==> src/rtl/seq_pkg.sv <==
package seq_pkg;
  // Register-transfer strobes produced for the fetch/decode datapath
  typedef struct packed {
    logic ar_from_pc;   // step 0
    logic ir_from_mem;  // step 1
    logic pc_inc;       // step 1
    logic ar_from_ir;   // step 2 (also captures indirect bit)
  } fetch_strobe_t;
endpackage

==> src/rtl/seq_rst_sync.sv <==
module seq_rst_sync (
  input  logic clk,
  input  logic rst_n,
  output logic rst_sync_n
);
  logic stage_q;

  always_ff @(posedge clk or negedge rst_n) begin
    if (!rst_n) begin
      stage_q    <= 1'b0;
      rst_sync_n <= 1'b0;
    end else begin
      stage_q    <= 1'b1;
      rst_sync_n <= stage_q;
    end
  end
endmodule

==> src/rtl/seq_step_ctrl.sv <==
module seq_step_ctrl #(
  parameter int SC_W = 4
) (
  input  logic            clk,
  input  logic            rst_ni,
  input  logic            clr,
  input  logic            halt_req,
  output logic [SC_W-1:0] step,
  output logic            stop
);
  logic [SC_W-1:0] step_d;
  logic            stop_d;
  logic            step_en;

  // Stop freezes the step; clear beats increment
  always_comb begin
    step_en = !stop;
    step_d  = step;
    if (clr) step_d = '0;
    else     step_d = step + 1'b1;
    stop_d  = stop | halt_req;
  end

  always_ff @(posedge clk or negedge rst_ni) begin
    if (!rst_ni) begin
      step <= '0;
      stop <= 1'b0;
    end else begin
      if (step_en) step <= step_d;
      stop <= stop_d;
    end
  end
endmodule

==> src/rtl/seq_pulse_dec.sv <==
module seq_pulse_dec #(
  parameter int SC_W  = 4,
  localparam int NUM_T = 1 << SC_W
) (
  input  logic [SC_W-1:0]  step,
  output logic [NUM_T-1:0] pulse
);
  for (genvar gi = 0; gi < NUM_T; gi++) begin : g_dec
    assign pulse[gi] = (step == SC_W'(gi));
  end
endmodule

==> src/rtl/seq_fetch_regs.sv <==
module seq_fetch_regs
  import seq_pkg::*;
#(
  parameter int ADDR_W = 12,
  parameter int WORD_W = 16
) (
  input  logic              clk,
  input  logic              rst_ni,
  input  fetch_strobe_t     strb,
  input  logic [WORD_W-1:0] mem_rdata,
  output logic [ADDR_W-1:0] pc,
  output logic [ADDR_W-1:0] ar,
  output logic [WORD_W-1:0] ir,
  output logic              ind
);
  logic [ADDR_W-1:0] pc_d, ar_d;
  logic [WORD_W-1:0] ir_d;
  logic              ind_d;
  logic              pc_en, ar_en, ir_en, ind_en;

  always_comb begin
    pc_en  = strb.pc_inc;
    pc_d   = pc + 1'b1;
    ar_en  = strb.ar_from_pc | strb.ar_from_ir;
    ar_d   = strb.ar_from_pc ? pc : ir[ADDR_W-1:0];
    ir_en  = strb.ir_from_mem;
    ir_d   = mem_rdata;
    ind_en = strb.ar_from_ir;
    ind_d  = ir[WORD_W-1];
  end

  always_ff @(posedge clk or negedge rst_ni) begin
    if (!rst_ni) begin
      pc  <= '0;
      ar  <= '0;
      ir  <= '0;
      ind <= 1'b0;
    end else begin
      if (pc_en)  pc  <= pc_d;
      if (ar_en)  ar  <= ar_d;
      if (ir_en)  ir  <= ir_d;
      if (ind_en) ind <= ind_d;
    end
  end
endmodule

==> src/rtl/instr_timing_seq.sv <==
module instr_timing_seq
  import seq_pkg::*;
#(
  parameter int SC_W   = 4,
  parameter int ADDR_W = 12,
  parameter int WORD_W = 16,
  localparam int NUM_T = 1 << SC_W
) (
  input  logic              clk,
  input  logic              rst_n,
  input  logic              sc_clr,
  input  logic              halt_req,
  input  logic [WORD_W-1:0] mem_rdata,
  output logic [NUM_T-1:0]  t_pulse,
  output logic [ADDR_W-1:0] pc,
  output logic [ADDR_W-1:0] ar,
  output logic [WORD_W-1:0] ir,
  output logic              ind,
  output logic              halted
);
  logic            rst_i_n;
  logic [SC_W-1:0] step;
  fetch_strobe_t   strb;

  seq_rst_sync u_rst (
    .clk        (clk),
    .rst_n      (rst_n),
    .rst_sync_n (rst_i_n)
  );

  seq_step_ctrl #(.SC_W(SC_W)) u_step (
    .clk      (clk),
    .rst_ni   (rst_i_n),
    .clr      (sc_clr),
    .halt_req (halt_req),
    .step     (step),
    .stop     (halted)
  );

  seq_pulse_dec #(.SC_W(SC_W)) u_dec (
    .step  (step),
    .pulse (t_pulse)
  );

  // Fetch and decode sit on the first three pulses
  always_comb begin
    strb.ar_from_pc  = !halted && t_pulse[0];
    strb.ir_from_mem = !halted && t_pulse[1];
    strb.pc_inc      = !halted && t_pulse[1];
    strb.ar_from_ir  = !halted && t_pulse[2];
  end

  seq_fetch_regs #(.ADDR_W(ADDR_W), .WORD_W(WORD_W)) u_fetch (
    .clk       (clk),
    .rst_ni    (rst_i_n),
    .strb      (strb),
    .mem_rdata (mem_rdata),
    .pc        (pc),
    .ar        (ar),
    .ir        (ir),
    .ind       (ind)
  );
endmodule

==> config.mk <==
export PLATFORM = sky130hd
export DESIGN_NAME = instr_timing_seq
export DESIGN_NICKNAME = d
export VERILOG_FILES = /design/src/rtl/seq_pkg.sv /design/src/rtl/seq_rst_sync.sv /design/src/rtl/seq_step_ctrl.sv /design/src/rtl/seq_pulse_dec.sv /design/src/rtl/seq_fetch_regs.sv /design/src/rtl/instr_timing_seq.sv
export SDC_FILE = /design/constraint.sdc
export NUM_CORES = 1
export LEC_CHECK = 0
export BUFFER_PORTS_ARGS = -buffer_cell sky130_fd_sc_hd__buf_4
export CAP_MARGIN = 20
export CORE_UTILIZATION = 56
export CTS_BUF_LIST = sky130_fd_sc_hd__clkbuf_8
export CTS_CLUSTER_DIAMETER = 60
export DETAILED_ROUTE_END_ITERATION = 16
export PLACE_DENSITY = 0.87
export SETUP_SLACK_MARGIN = 0.5
export SYNTH_ARGS = -nofsm -noshare
export SYNTH_HDL_FRONTEND = slang
export SYNTH_SLANG_ARGS = --single-unit
export TNS_END_PERCENT = 100
==> constraint.sdc <==
create_clock -name clk -period 2.5 [get_ports clk]
set_input_delay 0.375 -clock clk [delete_from_list [all_inputs] [get_ports clk]]
set_output_delay 0.375 -clock clk [all_outputs]
set_load 0.02 [all_outputs]
==> results of run 1 <==
[kinds of logic (layout without fill, tap and decap cells)]
logic type / count (synthesis) / after routing
other: 1 / 1
AND/OR/NAND/NOR: 141 / 142
XOR/XNOR: 11 / 11
AO/OA/AOI/OAI: 17 / 17
adder cells (fa/ha/maj): 5 / 5
flip-flops: 48 / 48
multiplexers: 2 / 2
buffers and inverters: 18 / 96
[final timing paths]
check                      slack [ns]  cells after the start             end        startpoint
min                              0.09                      0  u_step.step[2]  u_rst.rst_sync_n
min in group clk                 0.25                      3  u_fetch.ir[11]     mem_rdata[11]
max in group asynchronous        1.96                      1   u_fetch.pc[0]  u_rst.rst_sync_n
max                              0.50                      5   u_fetch.pc[8]    u_step.step[1]
max reg2reg                      0.50                      5   u_fetch.pc[8]    u_step.step[1]
min reg2reg                      0.09                      0  u_step.step[2]  u_rst.rst_sync_n
[cell usage in the layout (no fill, tap or decap), types with 3 or more instances in the layout]
cell	n
and3_1	4
buf_4	84
inv_1	3
nor2_1	6
nand4_1	4
o21ai_0	3
a32oi_1	12
nand2_1	71
clkbuf_8	7
xnor2_1	4
and2_1	10
nand3_1	28
dfrtp_1	46
nor4_2	3
xor2_1	7
ha_1	3
[power by group]
group	internal (W)	leakage, nW	switching [W]
combinational	0.0000966	0.974	0.000112
clock	0.000247	0.0503	0.000252
sequential	0.000800	0.517	0.0000265
[layout make-up]
cell class	instances	area share, %
sequential	48	38.50
inverter	3	0.3601
tap	48	1.921
timing repair buffer	86	21.13
multi-input combinational	178	35.01
clock buffer	7	3.081
[registers in the layout, indices dropped and copies added, names as in the netlist]
signal / flops
u_step.stop: 1
u_fetch.ir: 16
u_fetch.ind: 1
u_fetch.pc: 12
u_fetch.ar: 12
u_rst.rst_sync_n: 1
u_rst.stage_q: 1
u_step.step: 4
[per-stage QoR]
stage	instances	total power, W
floorplan	243	0.0009409
detailed placement	358	0.001030
CTS	368	0.001516
global placement	358	0.001022
global route	370	0.001591
finish	370	0.001534
[cell usage after synthesis, drive strengths merged (4+ instances only)]
library cell,instances
nand2,71
nor3,4
ha,5
dfrtp,48
nor2,6
nand3,28
nor4,5
and3,4
a32oi,12
and2,10
xor2,7
nand4,4
xnor2,4
clkbuf,12
[layer usage]
layer | vias up | track usage (%) | wire length (µm)
li1 | 992 | - | -
met1 | 1022 | 40.23 | 2402
met2 | 108 | 48.72 | 3082
met3 | 9 | 5.729 | 440
met4 | 0 | 10.60 | 70
met5 | - | 0 | 0
[what timing repair did]
| item | 4_1_cts | 5_1_grt |
|---|---|---|
| hold buffers | 1 | 0 |
| setup endpoints to repair | 22 | 37 |
| gates resized for setup | 3 | 11 |
| endpoints found under the hold margin | 2 | 0 |
| buffers inserted | 1 | 1 |
| cloned | 1 | 0 |
==> results.json, run 1 <==
{
  "required_ns": 2.73,
  "setup_slack_ns": 0.5011,
  "dpl_worst_slack_ns": 0.4239,
  "timing.fmax_ghz": 0.5003,
  "cts_buffers": 5,
  "io_buffers": 77,
  "synthCells": 243,
  "grt_remaining_overflow": 0,
  "tightest_slew_ns": 0.5579,
  "core_area_mm2": 0.003771,
  "ys.flop_type": "dfrtp_1",
  "synthMuxAreaShare_pct": 0.9901,
  "final_cell_area_mm2": 0.003127,
  "viasPerCell": 5.759,
  "leakagePower_nw": 1.541,
  "syn_to_final_growth_pct": 37.46,
  "post-synth-top-area-cell": "dfrtp_1",
  "fin_worst_skew_ns": 0.01332,
  "async_reset_ff_share_pct": 100.0,
  "clockBufferDepth": 2,
  "ys_warn_count": 0,
  "dr.first_iter.drc_count": 165,
  "fin_util_pct": 82.91,
  "cpPeakStageDelay_ns": 0.59,
  "die-width_um": 65.74,
  "crit_buf_inv": 1,
  "maxCapViolCount": 0,
  "worstSkewPairLatency_ns": 0.31,
  "place_hpwl_um": 3851,
  "cts_tree": "built",
  "multi_input_area_mm2": 0.001095,
  "cts.reportedPaths.clkPinSlew_ns": 0.09,
  "grt_max_degree": 47,
  "drcViolationCount": 0,
  "gp_congestion": 0.8269,
  "synth-simple-area-share_pct": 29.43,
  "cts.sinks": 48,
  "synth_top_family_by_area": "simple AND/OR/NAND/NOR gates",
  "synth-compound-area-share_pct": 5.941,
  "hold_slack_ns": 0.09282,
  "power_density_mw_per_mm2": 490.5,
  "synth_fa_ha_area_share_pct": 2.750,
  "totalNegativeSetupSlack_ns": 0,
  "criticalPathCategory": "flop to flop",
  "netlist_top_cells_area": "dfrtp_1 53%, nand2_1 12%, nand3_1 6.2%",
  "critical_path_arrival_ns": 2.23,
  "syn_avg_cell_area_um2": 9.361,
  "dieArea_mm2": 0.004321,
  "fin_crit_ns": 1.999,
  "netlist.area_leader.share_pct": 52.81,
  "fillers": 221,
  "drv_slew": 0,
  "synth-xor-area-share_pct": 4.235,
  "fin_nets": 347,
  "finalSetupViolations": 0,
  "grt.total_usage_pct": 30.13,
  "synth.cell_area_mm2": 0.002275,
  "hold_viol_final": 0,
  "critPathTopFamily": "simple AND/OR/NAND/NOR gates",
  "synth-edff-count": 0,
  "syn_nets": 268,
  "drt-total-wl_um": 5997,
  "antenna_found_initial": 0,
  "root_buffer": "clkbuf_8",
  "num_rows": 22,
  "grt_first_pass_wirelength_um": 9687,
  "crit_path_start_kind": "flop",
  "yosysSeqAreaShare_pct": 52.81,
  "grt_pass1_vias": 1977,
  "crit_path_end_kind": "flop",
  "wire_per_inst_um": 16.21,
  "rsz0062_at_grt": "true",
  "final-seq-area_mm2": 0.001204,
  "worstHoldPathType": "flop to async pin",
  "vdd_drop_max_mv": 0.5288,
  "final_layout_size_suffix_gt1_share_pct": 34.16,
  "status": "complete, no violations",
  "ant_nets": 0,
  "crit_chain": "inv_1 -> ha_4 -> or4b_4 -> nor4_2 -> xor2_1",
  "yosys_register_bits": 48,
  "start_util_pct": 60.32,
  "diodes": 0,
  "ys_types": 29,
  "placed_cell_area_mm2": 0.002893,
  "cp_slowest_cell": "or4b_4",
  "timing.slew.headroom_pct": 62.65,
  "vias": 2131,
  "drtPass1Iterations": 5,
  "period_share_pct": 79.96,
  "chipHeight_um": 65.74,
  "pin_count": 78,
  "critPathMaxFanout": 10,
  "h-tree-depth": 2
}
(Power assumes the default switching activity.)
==> inputs of run 2 (changes only) <==
--- a/config.mk
+++ b/config.mk
@@ -7,11 +7,11 @@
 export LEC_CHECK = 0
 export BUFFER_PORTS_ARGS = -buffer_cell sky130_fd_sc_hd__buf_4
 export CAP_MARGIN = 20
-export CORE_UTILIZATION = 56
+export CORE_UTILIZATION = 47
 export CTS_BUF_LIST = sky130_fd_sc_hd__clkbuf_8
 export CTS_CLUSTER_DIAMETER = 60
 export DETAILED_ROUTE_END_ITERATION = 16
-export PLACE_DENSITY = 0.87
+export PLACE_DENSITY = 0.78
 export SETUP_SLACK_MARGIN = 0.5
 export SYNTH_ARGS = -nofsm -noshare
 export SYNTH_HDL_FRONTEND = slang
==> constraint.sdc (replaced) <==
create_clock -name clk -period 1.8 [get_ports clk]
set_input_delay 0.27 -clock clk [delete_from_list [all_inputs] [get_ports clk]]
set_output_delay 0.27 -clock clk [all_outputs]
set_load 0.02 [all_outputs]
==> results.json, run 2 (synthesis results as in run 1) <==
{
  "ant_nets": 0,
  "maxCapViolCount": 0,
  "root_buffer": "clkbuf_8",
  "setup_slack_ns": -0.003696,
  "power_density_mw_per_mm2": 593.6,
  "dr.first_iter.drc_count": 145,
  "grt_first_pass_wirelength_um": 10350,
  "drtPass1Iterations": 4,
  "num_rows": 24,
  "vdd_drop_max_mv": 0.6481,
  "place_hpwl_um": 4109,
  "grt_remaining_overflow": 0,
  "grt_max_degree": 27,
  "drv_slew": 0,
  "worstHoldPathType": "input port to flop",
  "core_area_mm2": 0.004504,
  "chipHeight_um": 71.57,
  "antenna_found_initial": 0,
  "p_comb_share_pct": 16.4,
  "p_seq_share_pct": 52.6,
  "required_ns": 2.02,
  "critical_path_arrival_ns": 2.03,
  "largest_reg_flops": 16,
  "timing.fmax_ghz": 0.5544,
  "worstSkewPairLatency_ns": 0.30,
  "criticalPathCategory": "flop to flop",
  "layout_commonest_cell": "buf_4",
  "h-tree-depth": 2,
  "wire_per_inst_um": 17.12,
  "cts_buffers": 5,
  "vias": 2238,
  "viasPerCell": 5.609,
  "fin_crit_ns": 1.804,
  "drt-total-wl_um": 6830,
  "gp_congestion": 0.7567,
  "diodes": 0,
  "cts.sinks": 48,
  "syn_to_final_growth_pct": 64.30,
  "dieArea_mm2": 0.005122,
  "power_frac_clock_pct": 31.0,
  "placed_cell_area_mm2": 0.003052,
  "reg_top3": "u_fetch.ir x16, u_fetch.ar x12, u_fetch.pc x12",
  "top_register": "u_fetch.ir",
  "start_util_pct": 50.50,
  "finalSetupViolations": 1,
  "final_cells": 399,
  "swShare_pct": 27.40,
  "timing.slew.headroom_pct": 66.55,
  "fillers": 269,
  "final_layout_size_suffix_gt1_share_pct": 54.47,
  "pin_count": 78,
  "grt_pass1_vias": 2135,
  "hold_viol_final": 0,
  "grt.total_usage_pct": 26.07,
  "final_cell_area_mm2": 0.003737,
  "status": "complete, but fails checks",
  "leakagePower_nw": 1.763,
  "placedCellCount": 368,
  "internal_power_w": 0.001611,
  "fin_worst_skew_ns": 0.01165,
  "clockBufferDepth": 2,
  "cts_tree": "built",
  "dpl_worst_slack_ns": -0.02550,
  "tightest_slew_ns": 0.5017,
  "drcViolationCount": 0,
  "mostFrequentLayoutCells": "84 x buf_4, 47 x nand2_1, 44 x dfrtp_1",
  "critPathMaxFanout": 6,
  "hold_slack_ns": 0.1491,
  "die-width_um": 71.57,
  "fin_nets": 371,
  "io_buffers": 77,
  "violations": "setup timing",
  "power.switching_w": 0.0006080,
  "crit_path_start_kind": "flop",
  "crit_path_end_kind": "flop",
  "cts.reportedPaths.clkPinSlew_ns": 0.09,
  "period_share_pct": 100.2,
  "rsz0062_at_grt": "true"
}
[run 2: cell count changes in the layout (fill, tap and decap cells not counted), sizes merged]
cell	change
buf	+24
or4b	-1
clkinvlp	+2
[run 2: final timing paths]
path                                   from        endpoint  slack (ns)  cells past startpoint
min in group asynchronous  u_rst.rst_sync_n  u_step.step[1]        0.23                      0
hold reg to reg            u_rst.rst_sync_n  u_step.step[1]        0.23                      0
max in group asynchronous  u_rst.rst_sync_n   u_fetch.pc[2]        1.06                      1
setup / recovery             u_step.step[1]   u_fetch.pc[6]      -0.004                      6
setup reg to reg             u_step.step[1]   u_fetch.pc[6]      -0.004                      6
hold / removal                mem_rdata[12]  u_fetch.ir[12]        0.15                      3
[run 2: timing repair]
item	CTS	global route
setup buffers	11	10
hold endpoints to repair	2	0
endpoints found under the setup margin	56	60
pin swaps	31	17
cloned	0	1
resized for setup	41	54
hold buffers	1	0
[run 2: per-layer routing]
metal	vias to the layer above	wire length, µm	track usage [%]
met5	-	0	0
met4	0	122	7.190
met3	15	439	5.485
met2	104	3473	43.92
met1	1086	2794	34.49
li1	1033	-	-
[run 2: area by class of cell]
class / instances / area, µm² / area share, %
sequential: 48 / 1206 / 32.27
tap: 52 / 65.06 / 1.741
inverter: 3 / 13.76 / 0.3683
clock inverter: 2 / 15.01 / 0.4017
multi-input combinational: 177 / 1378 / 36.86
clock buffer: 6 / 82.58 / 2.210
timing repair buffer: 111 / 977.2 / 26.15
[run 2: stage by stage]
stage	utilization [%]	total power, W	TNS [ns]
floorplan	-	0.001333	0
global placement	67.75	0.001441	0
detailed placement	67.75	0.001450	-0.05277
CTS	76.19	0.002176	0
global route	82.97	0.002293	-0.2027
finish	82.97	0.002218	-0.003696
[run 2: power by group through the flow]
| stage | Sequential, W | Clock, W | Combinational, W |
|---|---|---|---|
| finish | 0.00117 | 0.000688 | 0.000364 |
| global route | 0.00117 | 0.000730 | 0.000391 |
| CTS | 0.00115 | 0.000693 | 0.000330 |
| detailed placement | 0.00117 | 0 | 0.000277 |
| global placement | 0.00117 | 0 | 0.000268 |
| floorplan | 0.00121 | 0 | 0.000125 |
[run 2: worst max-delay path, stage by stage (launching register included)]
cell	delay [ns]
dfrtp_1	0.42
inv_2	0.09
ha_4	0.13
or4b_4	0.54
buf_4	0.19
nor3_2	0.20
xnor2_1	0.15
